<file path="config.mk">
export PLATFORM = sky130hd
export DESIGN_NAME = cond_render_gate
export DESIGN_NICKNAME = d
export VERILOG_FILES = /design/src/rtl/cr_pkg.sv /design/src/rtl/cr_req_issuer.sv /design/src/rtl/cr_rsp_collect.sv /design/src/rtl/cr_judge.sv /design/src/rtl/cond_render_gate.sv
export SDC_FILE = /design/constraint.sdc
export NUM_CORES = 1
export LEC_CHECK = 0
export BUFFER_PORTS_ARGS = -buffer_cell sky130_fd_sc_hd__buf_4
export CAP_MARGIN = 25
export CORE_ASPECT_RATIO = 1.2
export CORE_MARGIN = 8
export CORE_UTILIZATION = 40
export CTS_CLUSTER_DIAMETER = 60
export DETAILED_ROUTE_END_ITERATION = 16
export SETUP_SLACK_MARGIN = 0.02
export SYNTH_ARGS = -nofsm -noshare
export SYNTH_HDL_FRONTEND = slang
export SYNTH_SLANG_ARGS = --single-unit
export TNS_END_PERCENT = 5
</file>
<file path="constraint.sdc">
create_clock -name clk -period 3.9 [get_ports clk]
set_clock_uncertainty 0.15 [all_clocks]
set_input_delay 0.585 -clock clk [delete_from_list [all_inputs] [get_ports clk]]
set_output_delay 0.585 -clock clk [all_outputs]
set_load 0.02 [all_outputs]
</file>
<file path="src/rtl/cr_pkg.sv">
package cr_pkg;
  localparam int WORD_W    = 32;
  localparam int REC_WORDS = 4;
  localparam int IDX_W     = $clog2(REC_WORDS);

  typedef logic [2:0] mode_t;
  localparam mode_t MODE_ON       = 3'd0;
  localparam mode_t MODE_OFF      = 3'd1;
  localparam mode_t MODE_BOTH_SET = 3'd2;
  localparam mode_t MODE_MATCH    = 3'd3;
  localparam mode_t MODE_DIFFER   = 3'd4;

  typedef struct packed {
    logic [WORD_W-1:0] init_seq;
    logic [WORD_W-1:0] init_tag;
    logic [WORD_W-1:0] cur_seq;
    logic [WORD_W-1:0] cur_tag;
  } record_t;

  function automatic logic mode_fetches(input mode_t m);
    return (m == MODE_BOTH_SET) || (m == MODE_MATCH) || (m == MODE_DIFFER);
  endfunction
endpackage

</file>
<file path="src/rtl/cr_req_issuer.sv">
module cr_req_issuer
  import cr_pkg::*;
#(
  parameter int ADDR_W = 16
) (
  input  logic              clk,
  input  logic              rst_n,
  input  logic              start,
  input  logic [ADDR_W-1:0] base,
  output logic              req_valid,
  input  logic              req_ready,
  output logic [ADDR_W-1:0] req_addr
);
  localparam logic [IDX_W-1:0] LAST_IDX = IDX_W'(REC_WORDS - 1);

  logic             active_q;
  logic [IDX_W-1:0] idx_q;

  always_ff @(posedge clk) begin
    if (!rst_n) begin
      active_q <= 1'b0;
      idx_q    <= '0;
      req_addr <= '0;
    end else if (start) begin
      active_q <= 1'b1;
      idx_q    <= '0;
      req_addr <= base;
    end else if (active_q && req_ready) begin
      if (idx_q == LAST_IDX) begin
        active_q <= 1'b0;
      end else begin
        idx_q    <= idx_q + 1'b1;
        req_addr <= req_addr + 1'b1;
      end
    end
  end

  assign req_valid = active_q;
endmodule

</file>
<file path="src/rtl/cr_rsp_collect.sv">
module cr_rsp_collect
  import cr_pkg::*;
(
  input  logic              clk,
  input  logic              rst_n,
  input  logic              clear,
  input  logic              armed,
  input  logic              rsp_valid,
  input  logic [WORD_W-1:0] rsp_data,
  output record_t           rec,
  output logic              done
);
  localparam logic [IDX_W-1:0] LAST_IDX = IDX_W'(REC_WORDS - 1);

  logic [IDX_W-1:0]  cnt_q;
  logic [WORD_W-1:0] word_q [REC_WORDS-1];

  always_ff @(posedge clk) begin
    if (!rst_n || clear) begin
      cnt_q <= '0;
    end else if (armed && rsp_valid) begin
      cnt_q <= cnt_q + 1'b1;
    end
  end

  for (genvar g = 0; g < REC_WORDS - 1; g++) begin : g_word
    always_ff @(posedge clk) begin
      if (!rst_n) begin
        word_q[g] <= '0;
      end else if (armed && rsp_valid && cnt_q == IDX_W'(g)) begin
        word_q[g] <= rsp_data;
      end
    end
  end

  assign done = armed && rsp_valid && (cnt_q == LAST_IDX);
  assign rec  = '{init_seq: word_q[0], init_tag: word_q[1],
                  cur_seq: word_q[2], cur_tag: rsp_data};
endmodule

</file>
<file path="src/rtl/cr_judge.sv">
module cr_judge
  import cr_pkg::*;
(
  input  mode_t   mode,
  input  record_t rec,
  output logic    pass
);
  logic seq_eq, tag_eq;

  assign seq_eq = (rec.init_seq == rec.cur_seq);
  assign tag_eq = (rec.init_tag == rec.cur_tag);

  always_comb begin
    case (mode)
      MODE_BOTH_SET: pass = (rec.init_seq != '0) && (rec.init_tag != '0);
      MODE_MATCH:    pass = seq_eq && tag_eq;
      MODE_DIFFER:   pass = !seq_eq || !tag_eq;
      default:       pass = 1'b1;
    endcase
  end
endmodule

</file>
<file path="src/rtl/cond_render_gate.sv">
module cond_render_gate
  import cr_pkg::*;
#(
  parameter int ADDR_W = 16
) (
  input  logic              clk,
  input  logic              rst_n,
  input  logic              mode_valid,
  output logic              mode_ready,
  input  logic [2:0]        mode_code,
  input  logic [ADDR_W-1:0] rec_addr,
  output logic              rd_req_valid,
  input  logic              rd_req_ready,
  output logic [ADDR_W-1:0] rd_addr,
  input  logic              rd_rsp_valid,
  input  logic [31:0]       rd_rsp_data,
  output logic              exec_en,
  output logic              busy
);
  logic    busy_q, exec_q;
  mode_t   mode_q;
  logic    accept, start_fetch;
  record_t rec;
  logic    rec_done, rec_pass;

  assign mode_ready  = !busy_q;
  assign accept      = mode_valid && mode_ready;
  assign start_fetch = accept && mode_fetches(mode_code);

  cr_req_issuer #(.ADDR_W(ADDR_W)) u_issue (
    .clk       (clk),
    .rst_n     (rst_n),
    .start     (start_fetch),
    .base      (rec_addr),
    .req_valid (rd_req_valid),
    .req_ready (rd_req_ready),
    .req_addr  (rd_addr)
  );

  cr_rsp_collect u_collect (
    .clk       (clk),
    .rst_n     (rst_n),
    .clear     (start_fetch),
    .armed     (busy_q),
    .rsp_valid (rd_rsp_valid),
    .rsp_data  (rd_rsp_data),
    .rec       (rec),
    .done      (rec_done)
  );

  cr_judge u_judge (
    .mode (mode_q),
    .rec  (rec),
    .pass (rec_pass)
  );

  always_ff @(posedge clk) begin
    if (!rst_n) begin
      busy_q <= 1'b0;
      exec_q <= 1'b1;
      mode_q <= MODE_ON;
    end else if (accept) begin
      mode_q <= mode_code;
      if (mode_fetches(mode_code)) begin
        busy_q <= 1'b1;
      end else begin
        exec_q <= (mode_code != MODE_OFF);
      end
    end else if (busy_q && rec_done) begin
      exec_q <= rec_pass;
      busy_q <= 1'b0;
    end
  end

  assign exec_en = exec_q;
  assign busy    = busy_q;
endmodule

</file>
After elaboration in Yosys (flattened, before gate mapping)
Memory sizes are Yosys's and may differ from the RTL's. Cells that the tools add are included.

Add/subtract/negate cells: 3. $mul: 0. Divide/modulo/power cells: 0. Magnitude comparators: 0. Eq/ne operators: 16. Shift-type cells: 0. Muxes and demuxes: 26. Bitwise operators: 5. Reductions and logical operators: 31.

Operators by type and width (count): $mux 32 (3); $eq 32x32->1 (2); $reduce_bool 32->1 (2); $mux 16 (3); $mux 1 (19); $add 16x1->16 const B (1); $eq 3x2->1 const B (4); $logic_and 1x1->1 (11); $reduce_and 2->1 (5); $eq 2x2->1 const B (3); $eq 3x3->1 const B (2); $reduce_bool 2->1 (3); $add 2x1->2 const B (2); $logic_not 1->1 (4); $logic_or 1x1->1 (4); $ne 2x1->1 const B (2); $ne 3x1->1 const B (1); $or 1x1->1 (3); $pmux 1 s3 (1); $eq 2x1->1 const B (1); $logic_not 2->1 (1); $ne 2x2->1 const B (1); $not 1->1 (2); $reduce_or 2->1 (1).

Flip-flop bits (word level): 26. Latch bits: 0. Memory bits (writable): 96. ROM bits: 0. Input port bits: 56. Output and inout port bits: 20. Logic and storage cells: 89. Memories kept: 1.

Memory list: u_collect.word_q (depth 3, bits a word 32, read ports 3, clocked after memory_dff 0, wr ports 3, RTL line cr_rsp_collect.sv:16) `logic [WORD_W-1:0] word_q [REC_WORDS-1];`.

Longest topological paths before layout
Gate-level depths: netlist (run 1).

Word-level depth: 6. Depth in mapped cells: 9. Gate-level depth less buffers: 7.

Hierarchy
From an unflattened synthesis (run 1), not the netlist that was laid out.

Cell total of the unflattened synthesis: 517. Area, all modules: 6148.4 µm².

Modules (own cells, without submodules): cr_rsp_collect (times used 1, cells an instance 260, area each 4057.6 µm², seq. area each 2922.8 µm²); cr_req_issuer (times used 1, cells an instance 116, area each 979.7 µm², seq. area each 380.4 µm²); cr_judge (times used 1, cells an instance 112, area each 859.6 µm², seq. area each 0.0 µm²); cond_render_gate (times used 1, cells an instance 29, area each 251.5 µm², seq. area each 100.1 µm²).

Worst setup path after synthesis (run 1)
OpenSTA, ideal clock, no wires.

Path type: input to register. Start: input rd_rsp_valid. End: memory u_collect.word_q[0][0] (enable). Setup time: 389 ps. Data arrival time: 1625 ps. Required time: 3361 ps. Path slack: 1735 ps. Stages on the path: 4. Buffers on the path: 1. Path through: and2_1 > buf_2 > nand2_1 > nand2_1.

RTL lines: start, declared (RTL line cond_render_gate.sv:15) `input logic rd_rsp_valid,`; end, declared (RTL line cr_rsp_collect.sv:16).

Final worst setup path (run 1)
Start: register u_issue.idx_q[0]. End: register u_issue.req_addr[15].

Cells in the longest elaborated chain, start to end: 3.

Ends and longest elaborated chain: start, declared (RTL line cr_req_issuer.sv:17) `logic [IDX_W-1:0] idx_q;`; start signal, assigned (RTL line cr_req_issuer.sv:32) `idx_q <= idx_q + 1'b1;`; $eq 2x2->1 (RTL line cr_req_issuer.sv:29) `if (idx_q == LAST_IDX) begin`; $ne 2x1->1 (no line); $reduce_and 2->1 (no line); end signal, assigned (RTL line cr_req_issuer.sv:27) `req_addr <= base;`; end signal, assigned (RTL line cr_req_issuer.sv:33) `req_addr <= req_addr + 1'b1;`; end, declared (RTL line cr_req_issuer.sv:12) `output logic [ADDR_W-1:0] req_addr`.

No other way between the ends. A chain may end at the register's enable or synchronous reset.

==> results of run 1 <==
state kept, by name (all words and copies together), names as in the netlist:
name	cells
u_collect.cnt_q	2
u_issue.idx_q	2
mode_q	3
u_collect.word_q	96
exec_en	1
u_issue.req_valid	1
u_issue.req_addr	16
busy	1
area by class of cell:
cell class / count / area (um^2) / share of cell area
Clock buffer: 17 / 425 / 0.0597
Clock inverter: 14 / 184 / 0.0258
Timing Repair Buffer: 81 / 628 / 0.0881
Tap cell: 175 / 219 / 0.0307
Sequential cell: 122 / 3400 / 0.477
Multi-Input combinational cell: 329 / 2250 / 0.316
Inverter: 5 / 18.8 / 0.00263
power by group:
part	total [mW]	internal [mW]	switching, mW
registers	1.51	1.46	0.0476
clock network	1.64	1.11	0.537
logic	0.264	0.115	0.149
worst max-delay path: cells and delay by family (launching register included):
family / cells / cell delay (ns)
and+or+nand+nor: 4 / 1.04
DFF: 1 / 0.32
adders and majority gates: 1 / 0.21
AOI/OAI and AO/OA: 1 / 0.20
xor gates and xnor gates: 1 / 0.16
worst paths after layout:
| check | to | from | cells after the start | slack [ns] |
|---|---|---|---|---|
| hold reg to reg | u_issue.req_valid$_SDFFE_PN0P_ | u_issue.req_valid$_SDFFE_PN0P_ | 2 | 0.32 |
| setup / recovery | u_issue.req_addr[15]$_SDFFE_PN0P_ | u_issue.idx_q[0]$_SDFFE_PP0P_ | 7 | 1.73 |
| hold / removal | u_issue.req_addr[12]$_SDFFE_PN0P_ | rec_addr[12] | 3 | 0.27 |
| setup reg to reg | u_issue.req_addr[15]$_SDFFE_PN0P_ | u_issue.idx_q[0]$_SDFFE_PP0P_ | 7 | 1.73 |
kinds of logic after synthesis:
family	count (synthesis)	synth area share
AOI/OAI and AO/OA	28	0.0348
xor gates and xnor gates	81	0.123
adders and majority gates	6	0.0131
buffers and inverters	23	0.0167
DFF	122	0.592
muxes	5	0.00870
and+or+nand+nor	209	0.212
per-stage QoR:
step | setup WS, ns | cell area (um^2) | hold WS, ns | util
after floorplan | 1.74 | 5750 | 0.295 | -
after global placement | 1.38 | 6490 | 0.312 | 0.456
after detailed placement | 1.40 | 6520 | 0.312 | 0.458
after CTS | 1.65 | 7130 | 0.247 | 0.501
after global routing | 1.58 | 7130 | 0.268 | 0.501
final | 1.73 | 7130 | 0.266 | 0.501
routing by layer:
metal | global-route usage | share of wire
met1 | 0.187 | 0.44
met2 | 0.252 | 0.48
met3 | 0.0515 | 0.054
met4 | 0.0714 | 0.019
met5 | 0 | 0
cells in the final DEF, fill, tap and decap left out:
master	n
nand2b_1	1
bufinv_16	5
a21o_1	1
and3_1	5
clkinv_1	10
o2111ai_1	1
buf_16	1
xnor2_1	7
inv_1	4
o21bai_1	1
buf_4	80
and2_1	97
a21oi_1	7
nor2b_1	1
clkbuf_16	17
a31o_1	1
ha_1	6
nor4_1	33
a211oi_2	2
nand4_1	11
nor3_1	1
and3_4	2
and3b_1	1
o21ai_0	2
a211oi_1	12
nor4_2	1
and4_1	3
nand2_1	22
nand3b_1	1
nor2_1	25
xor2_1	74
nand4_2	1
o211ai_1	1
mux2i_1	5
edfxtp_1	96
nand3_1	4
dfxtp_1	26
==> out/qor.yml, run 1 <==
tightestPinTransition_ns: 1.03
post_cts_buffers: 0
setup_viol: 0
drt_iter0_drc: 286
max_freq_mhz: 460
yosysWarningCount: 0
crit_type: "flip-flop to flip-flop"
seq_area_frac_synth: 0.592
rows: 48
core_area_um2: 14200
finalCritPeriodShare: 0.557
fin_tns_setup_ns: 0
synth_edf_count: 96
fp.dieH_um: 147
cp.required_ns: 4.07
synth_top_area_share: 0.501
clock-sinks: 122
drt-total-wl_mm: 13.8
drv_slew: 0
fillers: 1274
cts_buffer_depth: 2
synth_nets: 536
netlist_area_um2: 5750
grt.total_usage: 0.157
critical_path.slowest_cell: "and3b_1"
leakage_nw: 2.89
timing.final.crit_period_ns: 2.17
drc: 0
syn2layout_area_growth_pct: 24.0
h-tree-depth: 4
grt_pass1_wl_mm: 22.0
syn-instance-count: 474
dieArea_um2: 18500
cts_inserted_buffers: 17
slowest_delay_ns: 0.45
cts.clk_slew.worst_paths_ns: 0.05
gp_congestion: 0.786
critPathMaxFanout: 8
firstDrtPassIters: 4
crit_top_cell: "and3_4"
wl_per_cell_um: 18.6
dr_total_vias: 3740
fin_nets: 618
netlist_top_cells_area: "edfxtp_1, xor2_1, and2_1"
rsz0062_at_grt: "no"
grt_antenna_before_repair: 0
synth_most_common_cell: "and2_1"
ir_drop_mv: 0.269
min_path_type: "primary input to flip-flop"
ant_nets: 0
port_buffers: 75
power_density_nw_per_um2: 480
worstSkewPairLatency_ns: 0.41
yosys-top-cells-count: "and2_1, edfxtp_1, xor2_1"
worstPathArrival_ns: 2.35
dp_hpwl_mm: 9.78
diodes: 0
synth_top_cell_by_area: "edfxtp_1"
grt_max_degree: 33
yosys_register_bits: 122
power.total_mw: 3.42
ios: 76
layout.cells.non_filler: 743
root_buffer: "clkbuf_16"
start_util: 0.404
placed_cells: 712
chipWidth_um: 125
cts_resized: 0
yosys_most_used_dff: "edfxtp_1"
drive_gt1_frac: 0.192
path_cells: "ha_1 > and3b_1 > and3_4 > and3_4 > nand4_2 > xor2_1 > a211oi_2"
grt_pass1_vias: 3924
cts_tree: "yes"
grt-ovfl-total: 0
synth-async-reset-ratio: 0
start_kind: "flip-flop"
outcome: "finished clean"
cap_violations: 0
cts_hold_buf: 0
vias_per_cell: 5.03
relSlewSlack: 0.315
synth.avg_cell_area_um2: 12.1
hold_viol_final: 0
crit_path_end_kind: "flip-flop"
synthDistinctLibCells: 36
(Power assumes the default switching activity.)
==> run 2, diff against run 1 <==
==> constraint.sdc (replaced) <==
create_clock -name clk -period 1.9 [get_ports clk]
set_clock_uncertainty 0.15 [all_clocks]
set_input_delay 0.285 -clock clk [delete_from_list [all_inputs] [get_ports clk]]
set_output_delay 0.285 -clock clk [all_outputs]
set_load 0.02 [all_outputs]
==> out/qor.yml, run 2 (synthesis results as in run 1) <==
grt.total_usage: 0.168
grt_pass1_vias: 4506
drv_slew: 0
r2r_setup_slack_ns: -0.23
r2r_cells: 7
holdWs_ns: 0.0194
r2r-start: "u_collect.word_q[1][9]$_SDFFCE_PN0P_"
power_frac_comb: 0.105
port_buffers: 75
drive_gt1_frac: 0.305
wl_per_cell_um: 18.0
layout_commonest_cell: "buf_4"
cts_tree: "yes"
diodes: 0
start_util: 0.404
largest_reg_flops: 96
dr_total_vias: 4107
p_int_mw: 5.05
cts_buffer_depth: 2
max_freq_mhz: 469
critPathMaxFanout: 2
firstDrtPassIters: 4
largest-register: "u_collect.word_q"
grt-ovfl-total: 0
hold_viol_final: 0
setup_viol: 1
ant_nets: 0
drc: 0
chipWidth_um: 125
violations: "negative setup slack"
outcome: "finished, violations left"
r2r_end: "exec_en$_SDFFE_PN1P_"
cts_inserted_buffers: 17
clock-sinks: 122
setup_ws_ns: -0.232
start_kind: "flip-flop"
reg_top3: "u_collect.word_q: 96 flops, u_issue.req_addr: 16 flops, mode_q: 3 flops"
final_cell_mix: "buf_4, and2_1, edfxtp_1"
power_density_nw_per_um2: 845
seqCellArea_um2: 3410
holdPathEnd: "u_issue.req_addr[2]$_SDFFE_PN0P_"
grt_pass1_wl_mm: 23.7
p_sw_mw: 1.52
multi_input_area_um2: 2350
fillers: 1256
drt_iter0_drc: 259
gp_congestion: 0.777
worstPathArrival_ns: 2.27
dieArea_um2: 18500
tightestPinTransition_ns: 0.470
drt-total-wl_mm: 14.8
timing.final.crit_period_ns: 2.13
leakage_nw: 3.25
power.switching_fraction: 0.231
ir_drop_mv: 0.643
cts.clk_slew.worst_paths_ns: 0.05
finalCritPeriodShare: 1.12
min_path_type: "primary input to flip-flop"
ios: 76
h-tree-depth: 4
fin_util: 0.546
root_buffer: "clkbuf_16"
fp.dieH_um: 147
fin_nets: 694
cap_violations: 0
syn2layout_area_growth_pct: 35.2
relSlewSlack: 0.684
core_area_um2: 14200
rsz0062_at_grt: "yes"
grt_antenna_before_repair: 0
crit_type: "flip-flop to flip-flop"
vias_per_cell: 5.01
seqPwrFrac: 0.471
crit_path_end_kind: "flip-flop"
rows: 48
dp_hpwl_mm: 10.2
worstSkewPairLatency_ns: 0.41
holdPathStages: 3
cp.required_ns: 2.04
grt_max_degree: 34
hp-start: "rec_addr[2]"
p_clk_frac: 0.424
-- run 2: critical path, stage by stage (launching register included) --
cell and delay (ns):
edfxtp_1 0.41, xor2_1 0.18, nor4_2 0.36, buf_4 0.17, nand4_1 0.14, nor4_4 0.30
a31o_1 0.19, o2111ai_1 0.11
-- run 2: area by class of cell --
type / count / area share
Clock buffer: 26 / 0.0616
Tap cell: 175 / 0.0282
Inverter: 5 / 0.00241
Sequential cell: 122 / 0.438
Timing Repair Buffer: 157 / 0.164
Clock inverter: 6 / 0.00354
Multi-Input combinational cell: 329 / 0.302
-- run 2: power groups by stage --
stage	Clock, mW	Combinational, mW	Sequential (mW)
final	2.79	0.688	3.10
after global routing	2.97	0.746	3.11
after detailed placement	0	0.662	3.15
after CTS	2.85	0.690	3.09
after floorplan	0	0.239	3.16
after global placement	0	0.659	3.14
-- run 2: worst max-delay path by stage --
stage	startpoint	cells after the start	slack (ns)	end
5_1_grt	u_collect.word_q[1][2]$_SDFFCE_PN0P_	7	-0.34	exec_en$_SDFFE_PN1P_
6_report	u_collect.word_q[1][9]$_SDFFCE_PN0P_	7	-0.23	exec_en$_SDFFE_PN1P_
2_1_floorplan	busy$_SDFFE_PN0P_	4	-0.17	u_collect.word_q[1][0]$_SDFFCE_PN0P_
3_5_place_dp	u_collect.word_q[0][1]$_SDFFCE_PN0P_	7	-0.31	exec_en$_SDFFE_PN1P_
3_3_place_gp	rd_rsp_data[2]	8	-0.24	exec_en$_SDFFE_PN1P_
4_1_cts	u_collect.word_q[0][1]$_SDFFCE_PN0P_	7	-0.19	exec_en$_SDFFE_PN1P_
-- run 2: repair_timing --
action,in CTS,in global routing
buffers inserted,0,0
resized for setup,12,8
hold buffers,7,0
pin swaps,12,3
setup endpoints to repair,10,10
hold endpoints to repair,8,0
-- run 2: through the flow --
step | setup TNS [ns] | setup slack, ns | cells | instance area, um^2 | total power [mW]
final | -0.232 | -0.232 | 820 | 7770 | 6.57
after global routing | -0.400 | -0.335 | 820 | 7770 | 6.82
after CTS | -0.189 | -0.189 | 820 | 7740 | 6.63
after detailed placement | -0.593 | -0.312 | 781 | 7100 | 3.81
after global placement | -0.336 | -0.242 | 781 | 7100 | 3.80
after floorplan | -11.09 | -0.173 | 474 | 5750 | 3.40
-- run 2: metal layers --
metal	global-route usage	share of wire	up-vias
li1	-	-	2000
met1	0.193	0.43	1980
met2	0.278	0.50	106
met3	0.0544	0.055	21
met4	0.0793	0.022	0
met5	0	0	-
